[src/rtl/hall_pkg.sv]
package hall_pkg;
  typedef logic [2:0] sector_t;

  function automatic logic is_legal(sector_t s);
    return (s != 3'd0) && (s != 3'd7);
  endfunction

  // successor when direction is 0
  function automatic sector_t step_fwd(sector_t s);
    case (s)
      3'd4: return 3'd6;
      3'd6: return 3'd2;
      3'd2: return 3'd3;
      3'd3: return 3'd1;
      3'd1: return 3'd5;
      3'd5: return 3'd4;
      default: return s;
    endcase
  endfunction

  // successor when direction is 1
  function automatic sector_t step_rev(sector_t s);
    case (s)
      3'd4: return 3'd5;
      3'd5: return 3'd1;
      3'd1: return 3'd3;
      3'd3: return 3'd2;
      3'd2: return 3'd6;
      3'd6: return 3'd4;
      default: return s;
    endcase
  endfunction
endpackage

[src/rtl/hall_filter.sv]
module hall_filter #(
  parameter int unsigned TW       = 16,
  parameter int unsigned FILT_CYC = 3
) (
  input  logic          clk,
  input  logic          rst_n,
  input  logic          raw,
  input  logic [TW-1:0] tcr,
  output logic          lvl,
  output logic          acc,
  output logic          nxt,
  output logic [TW-1:0] t_edge
);
  localparam int unsigned CW = $clog2(FILT_CYC + 2);
  localparam logic [CW-1:0] CNT_END = CW'(FILT_CYC);

  logic [CW-1:0] cnt_q;
  logic [TW-1:0] stamp_q;
  logic          diff;

  assign diff   = raw ^ lvl;
  assign acc    = diff && (cnt_q == CNT_END);
  assign nxt    = acc ? raw : lvl;
  assign t_edge = (cnt_q == '0) ? tcr : stamp_q;

  always_ff @(posedge clk or negedge rst_n) begin
    if (!rst_n) begin
      lvl     <= 1'b0;
      cnt_q   <= '0;
      stamp_q <= '0;
    end else begin
      lvl <= nxt;
      if (!diff || acc) cnt_q <= '0;
      else              cnt_q <= cnt_q + 1'b1;
      if (diff && (cnt_q == '0)) stamp_q <= tcr;
    end
  end


  filt_rise_chk: assert property (@(posedge clk) disable iff (!rst_n)
    $rose(lvl) |-> $past(raw));

  filt_hold_chk: assert property (@(posedge clk) disable iff (!rst_n)
    (diff && !acc) |=> (lvl == $past(lvl)));
endmodule

[src/rtl/hall_edge_timer.sv]
module hall_edge_timer #(
  parameter int unsigned TW = 16
) (
  input  logic          clk,
  input  logic          rst_n,
  input  logic          acc,
  input  logic          rising,
  input  logic [TW-1:0] t_edge,
  input  logic          clr,
  output logic [TW-1:0] span,
  output logic          span_ok
);
  logic [TW-1:0] rise_q, fall_q;
  logic          rise_ok_q, fall_ok_q;

  assign span    = t_edge - (rising ? rise_q : fall_q);
  assign span_ok = rising ? rise_ok_q : fall_ok_q;

  always_ff @(posedge clk or negedge rst_n) begin
    if (!rst_n) begin
      rise_q    <= '0;
      fall_q    <= '0;
      rise_ok_q <= 1'b0;
      fall_ok_q <= 1'b0;
    end else begin
      if (clr) begin
        rise_ok_q <= 1'b0;
        fall_ok_q <= 1'b0;
      end
      if (acc && rising) begin
        rise_q    <= t_edge;
        rise_ok_q <= 1'b1;
      end
      if (acc && !rising) begin
        fall_q    <= t_edge;
        fall_ok_q <= 1'b1;
      end
    end
  end


  stamp_armed_chk: assert property (@(posedge clk) disable iff (!rst_n)
    (acc && rising) |=> rise_ok_q);
endmodule

[src/rtl/hall_motion.sv]
module hall_motion
  import hall_pkg::*;
#(
  parameter int unsigned TW   = 16,
  parameter int unsigned RC_W = 16
) (
  input  logic            clk,
  input  logic            rst_n,
  input  logic            any_acc,
  input  sector_t         old_sec,
  input  sector_t         new_sec,
  input  logic [TW-1:0]   sel_span,
  input  logic            sel_ok,
  input  logic            rc_wr_en,
  input  logic [RC_W-1:0] rc_wr_data,
  output logic            dir_chg,
  output logic            direction,
  output logic            sector_irq,
  output logic [TW-1:0]   period,
  output logic            period_valid,
  output logic [RC_W-1:0] rev_count
);
  logic both_ok, go_fwd, go_rev, dir_nxt, enter4;

  assign both_ok = is_legal(old_sec) && is_legal(new_sec);
  assign go_fwd  = any_acc && both_ok && (new_sec == step_fwd(old_sec));
  assign go_rev  = any_acc && both_ok && (new_sec == step_rev(old_sec));
  assign dir_nxt = go_fwd ? 1'b0 : (go_rev ? 1'b1 : direction);
  assign dir_chg = dir_nxt != direction;
  assign enter4  = any_acc && (new_sec == 3'd4) && (old_sec != 3'd4) && is_legal(old_sec);

  always_ff @(posedge clk or negedge rst_n) begin
    if (!rst_n) begin
      direction    <= 1'b0;
      sector_irq   <= 1'b0;
      period       <= '0;
      period_valid <= 1'b0;
      rev_count    <= '0;
    end else begin
      direction  <= dir_nxt;
      sector_irq <= any_acc && (new_sec != old_sec);
      if (any_acc) begin
        if (dir_chg || !sel_ok) begin
          period_valid <= 1'b0;
        end else begin
          period       <= sel_span;
          period_valid <= 1'b1;
        end
      end
      if (rc_wr_en)    rev_count <= rc_wr_data;
      else if (enter4) rev_count <= dir_nxt ? rev_count - 1'b1 : rev_count + 1'b1;
    end
  end


  flip_invalid_chk: assert property (@(posedge clk) disable iff (!rst_n)
    (direction != $past(direction)) |-> !period_valid);

  rc_single_step_chk: assert property (@(posedge clk) disable iff (!rst_n)
    ((rev_count != $past(rev_count)) && !$past(rc_wr_en)) |->
      (((rev_count - $past(rev_count)) == RC_W'(1)) ||
       (($past(rev_count) - rev_count) == RC_W'(1))));
endmodule

[src/rtl/hall_sector_decoder.sv]
module hall_sector_decoder
  import hall_pkg::*;
#(
  parameter int unsigned TW       = 16,
  parameter int unsigned RC_W     = 16,
  parameter int unsigned FILT_CYC = 3
) (
  input  logic            clk,
  input  logic            rst_n,
  input  logic            hall_a,
  input  logic            hall_b,
  input  logic            hall_c,
  input  logic [TW-1:0]   tcr,
  input  logic            ts_req,
  input  logic            rc_wr_en,
  input  logic [RC_W-1:0] rc_wr_data,
  output logic [2:0]      sector,
  output logic            sector_err,
  output logic            direction,
  output logic            sector_irq,
  output logic [TW-1:0]   period,
  output logic            period_valid,
  output logic [RC_W-1:0] rev_count,
  output logic            ts_valid,
  output logic [2*TW-1:0] ts_pair
);
  localparam int unsigned NCH = 3;

  logic [NCH-1:0] raw, lvl, acc, nxt, span_ok;
  logic [TW-1:0]  t_edge [NCH];
  logic [TW-1:0]  span   [NCH];
  logic           dir_chg, any_acc, sel_ok;
  logic [TW-1:0]  sel_span, sel_t, last_edge_q;

  assign raw     = {hall_a, hall_b, hall_c};
  assign any_acc = |acc;

  for (genvar g = 0; g < NCH; g++) begin : g_ch
    hall_filter #(.TW(TW), .FILT_CYC(FILT_CYC)) u_filt (
      .clk(clk), .rst_n(rst_n), .raw(raw[g]), .tcr(tcr),
      .lvl(lvl[g]), .acc(acc[g]), .nxt(nxt[g]), .t_edge(t_edge[g])
    );
    hall_edge_timer #(.TW(TW)) u_tmr (
      .clk(clk), .rst_n(rst_n), .acc(acc[g]), .rising(nxt[g]),
      .t_edge(t_edge[g]), .clr(dir_chg), .span(span[g]), .span_ok(span_ok[g])
    );
  end

  // line A (bit 2) wins over B, B over C
  always_comb begin
    sel_span = span[0];
    sel_ok   = span_ok[0];
    sel_t    = t_edge[0];
    for (int i = 1; i < NCH; i++) begin
      if (acc[i]) begin
        sel_span = span[i];
        sel_ok   = span_ok[i];
        sel_t    = t_edge[i];
      end
    end
  end

  hall_motion #(.TW(TW), .RC_W(RC_W)) u_motion (
    .clk(clk), .rst_n(rst_n), .any_acc(any_acc),
    .old_sec(lvl), .new_sec(nxt),
    .sel_span(sel_span), .sel_ok(sel_ok),
    .rc_wr_en(rc_wr_en), .rc_wr_data(rc_wr_data),
    .dir_chg(dir_chg), .direction(direction), .sector_irq(sector_irq),
    .period(period), .period_valid(period_valid), .rev_count(rev_count)
  );

  always_ff @(posedge clk or negedge rst_n) begin
    if (!rst_n) begin
      last_edge_q <= '0;
      ts_valid    <= 1'b0;
      ts_pair     <= '0;
    end else begin
      if (any_acc) last_edge_q <= sel_t;
      ts_valid <= ts_req;
      if (ts_req) ts_pair <= {last_edge_q, tcr};
    end
  end

  assign sector     = lvl;
  assign sector_err = !is_legal(lvl);


  irq_on_change_chk: assert property (@(posedge clk) disable iff (!rst_n)
    sector_irq |-> (sector != $past(sector)));

  change_raises_irq_chk: assert property (@(posedge clk) disable iff (!rst_n)
    (sector != $past(sector)) |-> sector_irq);

  ts_response_chk: assert property (@(posedge clk) disable iff (!rst_n)
    ts_req |=> ts_valid);

  illegal_dir_hold_chk: assert property (@(posedge clk) disable iff (!rst_n)
    sector_err |-> $stable(direction));
endmodule

[config.mk]
export PLATFORM = sky130hd
export DESIGN_NAME = hall_sector_decoder
export DESIGN_NICKNAME = d
export VERILOG_FILES = /design/src/rtl/hall_pkg.sv /design/src/rtl/hall_filter.sv /design/src/rtl/hall_edge_timer.sv /design/src/rtl/hall_motion.sv /design/src/rtl/hall_sector_decoder.sv
export SDC_FILE = /design/constraint.sdc
export NUM_CORES = 1
export LEC_CHECK = 0
export BUFFER_PORTS_ARGS = -buffer_cell sky130_fd_sc_hd__buf_4
export CAP_MARGIN = 40
export CORE_ASPECT_RATIO = 1.2
export CORE_MARGIN = 2
export CORE_UTILIZATION = 54
export CTS_CLUSTER_DIAMETER = 50
export CTS_CLUSTER_SIZE = 14
export DETAILED_ROUTE_END_ITERATION = 16
export HOLD_SLACK_MARGIN = 0.05
export MAX_ROUTING_LAYER = met4
export PLACE_DENSITY = 0.74
export SLEW_MARGIN = 10
export SYNTH_ARGS = -nofsm -noshare
export SYNTH_HDL_FRONTEND = slang
export SYNTH_SLANG_ARGS = --single-unit
[constraint.sdc]
create_clock -name clk -period 9.75 [get_ports clk]
set_input_delay 0.975 -clock clk [delete_from_list [all_inputs] [get_ports clk]]
set_output_delay 0.975 -clock clk [all_outputs]
set_load 0.02 [all_outputs]
==> run metrics, run 1 <==
I/O pins 111; DRT Pass-1 Iters 4; fin worst setup slack 4422 ps; via count 10,390; Die ar. 26,450 um2; CTS Buffer Depth 3; Worst slew margin 0.4178; FF+latch count, synth 246; Fmax achieved 187.7 MHz; Final Setup Violations 0; fill count 2,034; post-cts resize count 0; first-pass GRT wire length 55.14 mm; Port Buffer Count 110; Num CTS Buffers 26; Fin. Hold Viols 0; element type at the critical path start register; antenna-violating nets left 0; CTS tree built; clk_skew 13.71 ps; worst-margin pin slew 873.4 ps; GRT Util Overall 0.2759; Min-Delay Path Class in2async; initial antenna violation count 0; FP Rows 63; Worst EP arrival 5780 ps; dpl hpwl 25.18 mm; sequential area share after synthesis 0.4532; Placer Congestion 0.9826; Syn Nets 1,504; initial core utilization 0.5488; Worst-Skew Late Latency 530 ps; Routed WL 34.70 mm; core box area 24,750 um2; fin crit share 0.5465; largest net degree at the start of global routing 94; most common cell after layout, fill and taps aside dfrtp_1; Most Used Layer, Global Route met2; Die Span Y 177.7 um; Core Util, Final 0.6343; P&R area growth vs syn 15.58%; syn avg cell area 9.752 um2; met2 global-route usage 0.4664; met1 Use GR 0.3502; RSZ-0062 raised after global routing false; synthesized area 13,580 um2; CTS Hold Bufs 0; final-stage net count 1,598; gr ovfl total 0; leading register cell type out of synthesis dfrtp_1; drt wl/cell 19.03 um; share of post-route cells with drive strength above 1 0.1828; met3 Use GR 0.02519; Clock Sinks 246; post-synthesis cell type count 66; Post-Synthesis Cells 1,393; Sum Neg Setup Slack 0 ps; MaxCap Viol Count 0; Root Buffer clkbuf_16; Warnings, synthesis 0; number of global-route vias before repair 10,300; commonest cells after routing, fill and taps aside dfrtp_1, nand2_1, o21ai_0; die width 148.8 um; Seq. cell area 6156 um2; ANT cells 0; FF-to-FF path depth 21; CP max FO 25; Multi-input gate area 6875 um2; crit path time final 5328 ps; DRC viols 0; Critical Path RT 10,200 ps; Initial DRC Count 653; crit path kind reg2reg; asr flop ratio synth 1.000; Max Transition Viols Final 0; post-CTS setup buffers 0; status finished, final reports clean; setup slack at placement 4115 ps; Vias/cell 5.697; Post-synth EDFFs 0; Clock Pin Slew Worst Setup and Hold Paths 60 ps; critical path capture point type register; # H-tree levels 1
## final timing paths
kind,from,to,slack (ps)
max reg2reg,g_ch[1].u_filt.cnt_q[0],u_motion.rev_count[15],4420
min in group clk,g_ch[2].u_filt.cnt_q[0],g_ch[2].u_filt.cnt_q[0],460
min reg2reg,g_ch[2].u_filt.cnt_q[0],g_ch[2].u_filt.cnt_q[0],460
min,rst_n,g_ch[1].u_tmr.rise_q[3],460
max in group asynchronous,rst_n,u_motion.rev_count[13],8050
max,g_ch[1].u_filt.cnt_q[0],u_motion.rev_count[15],4420
## Yosys cell counts, types with 8 or more instances
cell type,instances,area share
o21a_1,10,0.0055
dfrtp_1,246,0.45
a21o_1,13,0.0072
a31oi_1,16,0.0074
inv_1,73,0.020
clkbuf_1,48,0.013
o21ai_0,147,0.054
a21oi_1,81,0.030
nor2b_1,10,0.0046
nor2_1,91,0.025
xor2_1,20,0.013
nand2_1,191,0.053
nand3_1,14,0.0052
nor3_1,12,0.0044
o211ai_1,10,0.0055
nand2b_1,13,0.0060
xnor2_1,33,0.021
a211oi_1,16,0.0088
mux2i_1,93,0.069
mux2_2,84,0.070
ha_1,68,0.063
o22ai_1,8,0.0037
## final cells by class
class | instances | area share
clock buffers | 27 | 0.04303
flip-flops and latches | 246 | 0.3921
inverters | 76 | 0.01817
repair buffers | 133 | 0.07109
multi-input cells | 1004 | 0.4379
well taps | 325 | 0.02590
clock inverters | 13 | 0.01179
## routing by layer
metal	vias to the layer above	part of all wire
met5	-	0
met4	0	0.033
met3	68	0.040
met2	256	0.49
met1	5043	0.43
li1	5025	-
## critical path, cell delays in order, from the launching register on
cell      delay, ps
dfrtp_1         380
ha_1            170
ha_1            280
mux2i_4         280
buf_4           410
inv_2           150
nor4b_1         280
o21ai_1         140
o21ai_1         120
nand2_2          80
a22oi_4         270
inv_1           310
ha_1            400
a211oi_1        230
o21ai_0         180
o311a_1         360
nor4_2          220
o31ai_1         170
a31oi_1         270
xnor2_1         100
or3_1           300
a31oi_1         160
## kinds of logic (layout without fill, tap and decap cells)
group           after synthesis  after routing  share of synthesized area
fa+ha+maj                    72             72                    0.06853
buf+inv                     143            249                    0.04209
xor+xnor                     53             53                    0.03417
mux                         180            180                     0.1418
compound gates              335            335                     0.1451
flops                       246            246                     0.4532
simple gates                364            364                     0.1151
## flip-flops by register name, indices dropped and copies added (netlist names), 3 cells and up
name / cells
g_ch.u_tmr.fall_q: 48
g_ch.u_tmr.rise_ok_q: 3
u_motion.rev_count: 16
last_edge_q: 16
g_ch.u_filt.lvl: 3
u_motion.period: 16
g_ch.u_filt.stamp_q: 48
g_ch.u_tmr.fall_ok_q: 3
g_ch.u_filt.cnt_q: 9
g_ch.u_tmr.rise_q: 48
ts_pair: 32
## stage by stage
| step | hold slack (ps) | std cells | instance area (um2) |
|---|---|---|---|
| floorplan | 431.5 | 1393 | 13580 |
| global placement | 444.7 | 1776 | 14670 |
| detailed placement | 456.5 | 1784 | 14840 |
| CTS | 464.2 | 1824 | 15700 |
| global route | 488.1 | 1824 | 15700 |
| finish | 456.9 | 1824 | 15700 |
Power of run 1 is not shown: default switching activity piles up to over one toggle a cycle in this logic, so the estimate is an artifact.
==> run 2: changes to the inputs <==
==> constraint.sdc (replaced) <==
create_clock -name clk -period 5.2 [get_ports clk]
set_input_delay 0.52 -clock clk [delete_from_list [all_inputs] [get_ports clk]]
set_output_delay 0.52 -clock clk [all_outputs]
set_load 0.02 [all_outputs]
==> run 2 against run 1 <==
Effect of this change:
- clock-buffer cell count grew 3
- non-clock buffer count grew 1
- register-to-register slack lost 4100 ps
- critical path type unchanged
- largest cell class unchanged
==> run metrics, run 2 (same netlist as run 1, synthesis figures left out) <==
post-CTS setup buffers 0 (unchanged); first-pass GRT wire length 54.66 mm (-0.88%); drt wl/cell 19.01 um (-0.10%); largest registers g_ch.u_filt.stamp_q (48), g_ch.u_tmr.fall_q (48), g_ch.u_tmr.rise_q (48); initial core utilization 0.5488 (unchanged); CTS tree built; CP cell instances ha_1 -> ha_1 -> mux2i_4 -> inv_2 -> nor4b_1 -> o21ai_1 -> o21ai_1 -> nand2_2 -> a22oi_4 -> inv_1 -> buf_4 -> ha_1 -> nor2b_1 -> o21ai_0 -> a21boi_0 -> o2111ai_1 -> a21boi_0 -> o21a_1 -> or3_1 -> a31oi_1 -> o21ai_0; Num CTS Buffers 24 (-7.7%); largest net degree at the start of global routing 132 (+40%); GRT Util Overall 0.2712 (-0.004775); crit path time final 4839 ps (-489.5 ps); Worst-Skew Late Latency 530 ps (about the same); crit path kind reg2reg; element type at the critical path start register; Fmax achieved 206.7 MHz (+10%); fin crit share 0.9305 (+0.3840); Sum Neg Setup Slack 0 ps (unchanged); I/O pins 111 (unchanged); dpl hpwl 24.59 mm (-2.3%); Routed WL 34.69 mm (about the same); Worst slew margin 0.3408 (-0.07699); gr ovfl total 0 (unchanged); final-stage net count 1,597 (-0.063%); Fin. Hold Viols 0 (unchanged); Max Transition Viols Final 0 (unchanged); Hold Slack 124.4 ps (-332.5 ps); highest-delay cell along the critical path mux2i_4; core box area 24,750 um2 (unchanged); Placer Congestion 0.9262 (-5.7%); CTS Hold Bufs 0 (unchanged); DRC viols 0 (unchanged); wire length on met1 14.84 mm (-1.1%); clk_skew 15.86 ps (+2.150 ps); Final Setup Violations 0 (unchanged); die width 148.8 um (unchanged); CP max FO 13 (-48%); met2 wire length 16.30 mm (-5.0%); number of global-route vias before repair 10,220 (-0.83%); Initial DRC Count 631 (-3.4%); Root Buffer clkbuf_16; Clock Pin Slew Worst Setup and Hold Paths 60 ps (about the same); Port Buffer Count 110 (unchanged); FP Rows 63 (unchanged); P&R area growth vs syn 15.06%; Min-Delay Path Class in2async; critical path capture point type register; Die ar. 26,450 um2 (unchanged); Die Span Y 177.7 um (unchanged); antenna-violating nets left 0 (unchanged); DRT Pass-1 Iters 5 (+1); share of post-route cells with drive strength above 1 0.1815 (-0.001334); RSZ-0062 raised after global routing false; CTS Buffer Depth 3 (unchanged); Critical Path RT 5610 ps (-4590 ps); via count 10,450 (+0.54%); status finished, final reports clean; Vias/cell 5.725 (+0.48%); worst-margin pin slew 988.9 ps (+115.5 ps); CP bufs+invs 3 (unchanged); CP most frequent cell ha_1; initial antenna violation count 1 (+1); CP top delay family compound AO/OA/AOI/OAI gates; Clock Sinks 246 (unchanged); Worst EP arrival 5250 ps (-530 ps); most common cell after layout, fill and taps aside dfrtp_1; met3 wire length 1.992 mm (+42%); uppermost layer routed met4; commonest cells after routing, fill and taps aside dfrtp_1, nand2_1, o21ai_0; # H-tree levels 1 (unchanged); MaxCap Viol Count 0 (unchanged); slowest stage delay, CP 390 ps (-20 ps)
run 2: metal layers:
metal / track usage / vias to the layer above
met3: 0.02956 / 79
met5: - / -
met1: 0.3501 / 5020
met2: 0.4410 / 313
met4: 0.1087 / 0
li1: - / 5036
run 2: worst register-to-register path: cells and delay by family (launching register included):
kind | cells | cell delay, ps
flops | 1 | 380
compound gates | 10 | 1920
fa+ha+maj | 3 | 740
buf+inv | 3 | 460
simple gates | 4 | 820
mux | 1 | 390
run 2: what timing repair did:
| item | in CTS | in global routing |
|---|---|---|
| endpoints found under the hold margin | 0 | 0 |
| setup endpoints to repair | 0 | 1 |
| gates resized for setup | 0 | 1 |
run 2: worst paths after layout:
check / startpoint / endpoint / slack [ps] / cells past startpoint
setup / recovery: g_ch[1].u_filt.cnt_q[0] / u_motion.rev_count[10] / 360 / 21
hold / removal: rst_n / g_ch[0].u_filt.stamp_q[2] / 120 / 1
setup reg to reg: g_ch[1].u_filt.cnt_q[0] / u_motion.rev_count[10] / 360 / 21
hold reg to reg: g_ch[0].u_filt.cnt_q[0] / g_ch[0].u_filt.cnt_q[0] / 470 / 1
max in group asynchronous: rst_n / ts_valid / 3850 / 2
min in group clk: rc_wr_data[8] / u_motion.rev_count[8] / 190 / 3
run 2: final cells by class:
| class | instances | area (um2) |
|---|---|---|
| fillers | 2083 | 9121 |
| multi-input cells | 1004 | 6879 |
| flip-flops and latches | 246 | 6156 |
| repair buffers | 134 | 1049 |
| clock buffers | 30 | 663.1 |
| well taps | 325 | 406.6 |
| inverters | 76 | 285.3 |
| clock inverters | 9 | 188.9 |
| diodes | 1 | 2.502 |
run 2: stage by stage:
stage / utilization / std cells / setup WS (ps) / cell area (um2)
3_3_place_gp: 0.5949 / 1782 / 561.4 / 14730
3_5_place_dp: 0.5968 / 1785 / 421.9 / 14770
4_1_cts: 0.6312 / 1824 / 363.5 / 15620
6_report: 0.6315 / 1825 / 361.2 / 15630
5_1_grt: 0.6315 / 1825 / 9.885 / 15630
2_1_floorplan: - / 1393 / 928.9 / 13580
Power of run 2 is left out for the same reason.
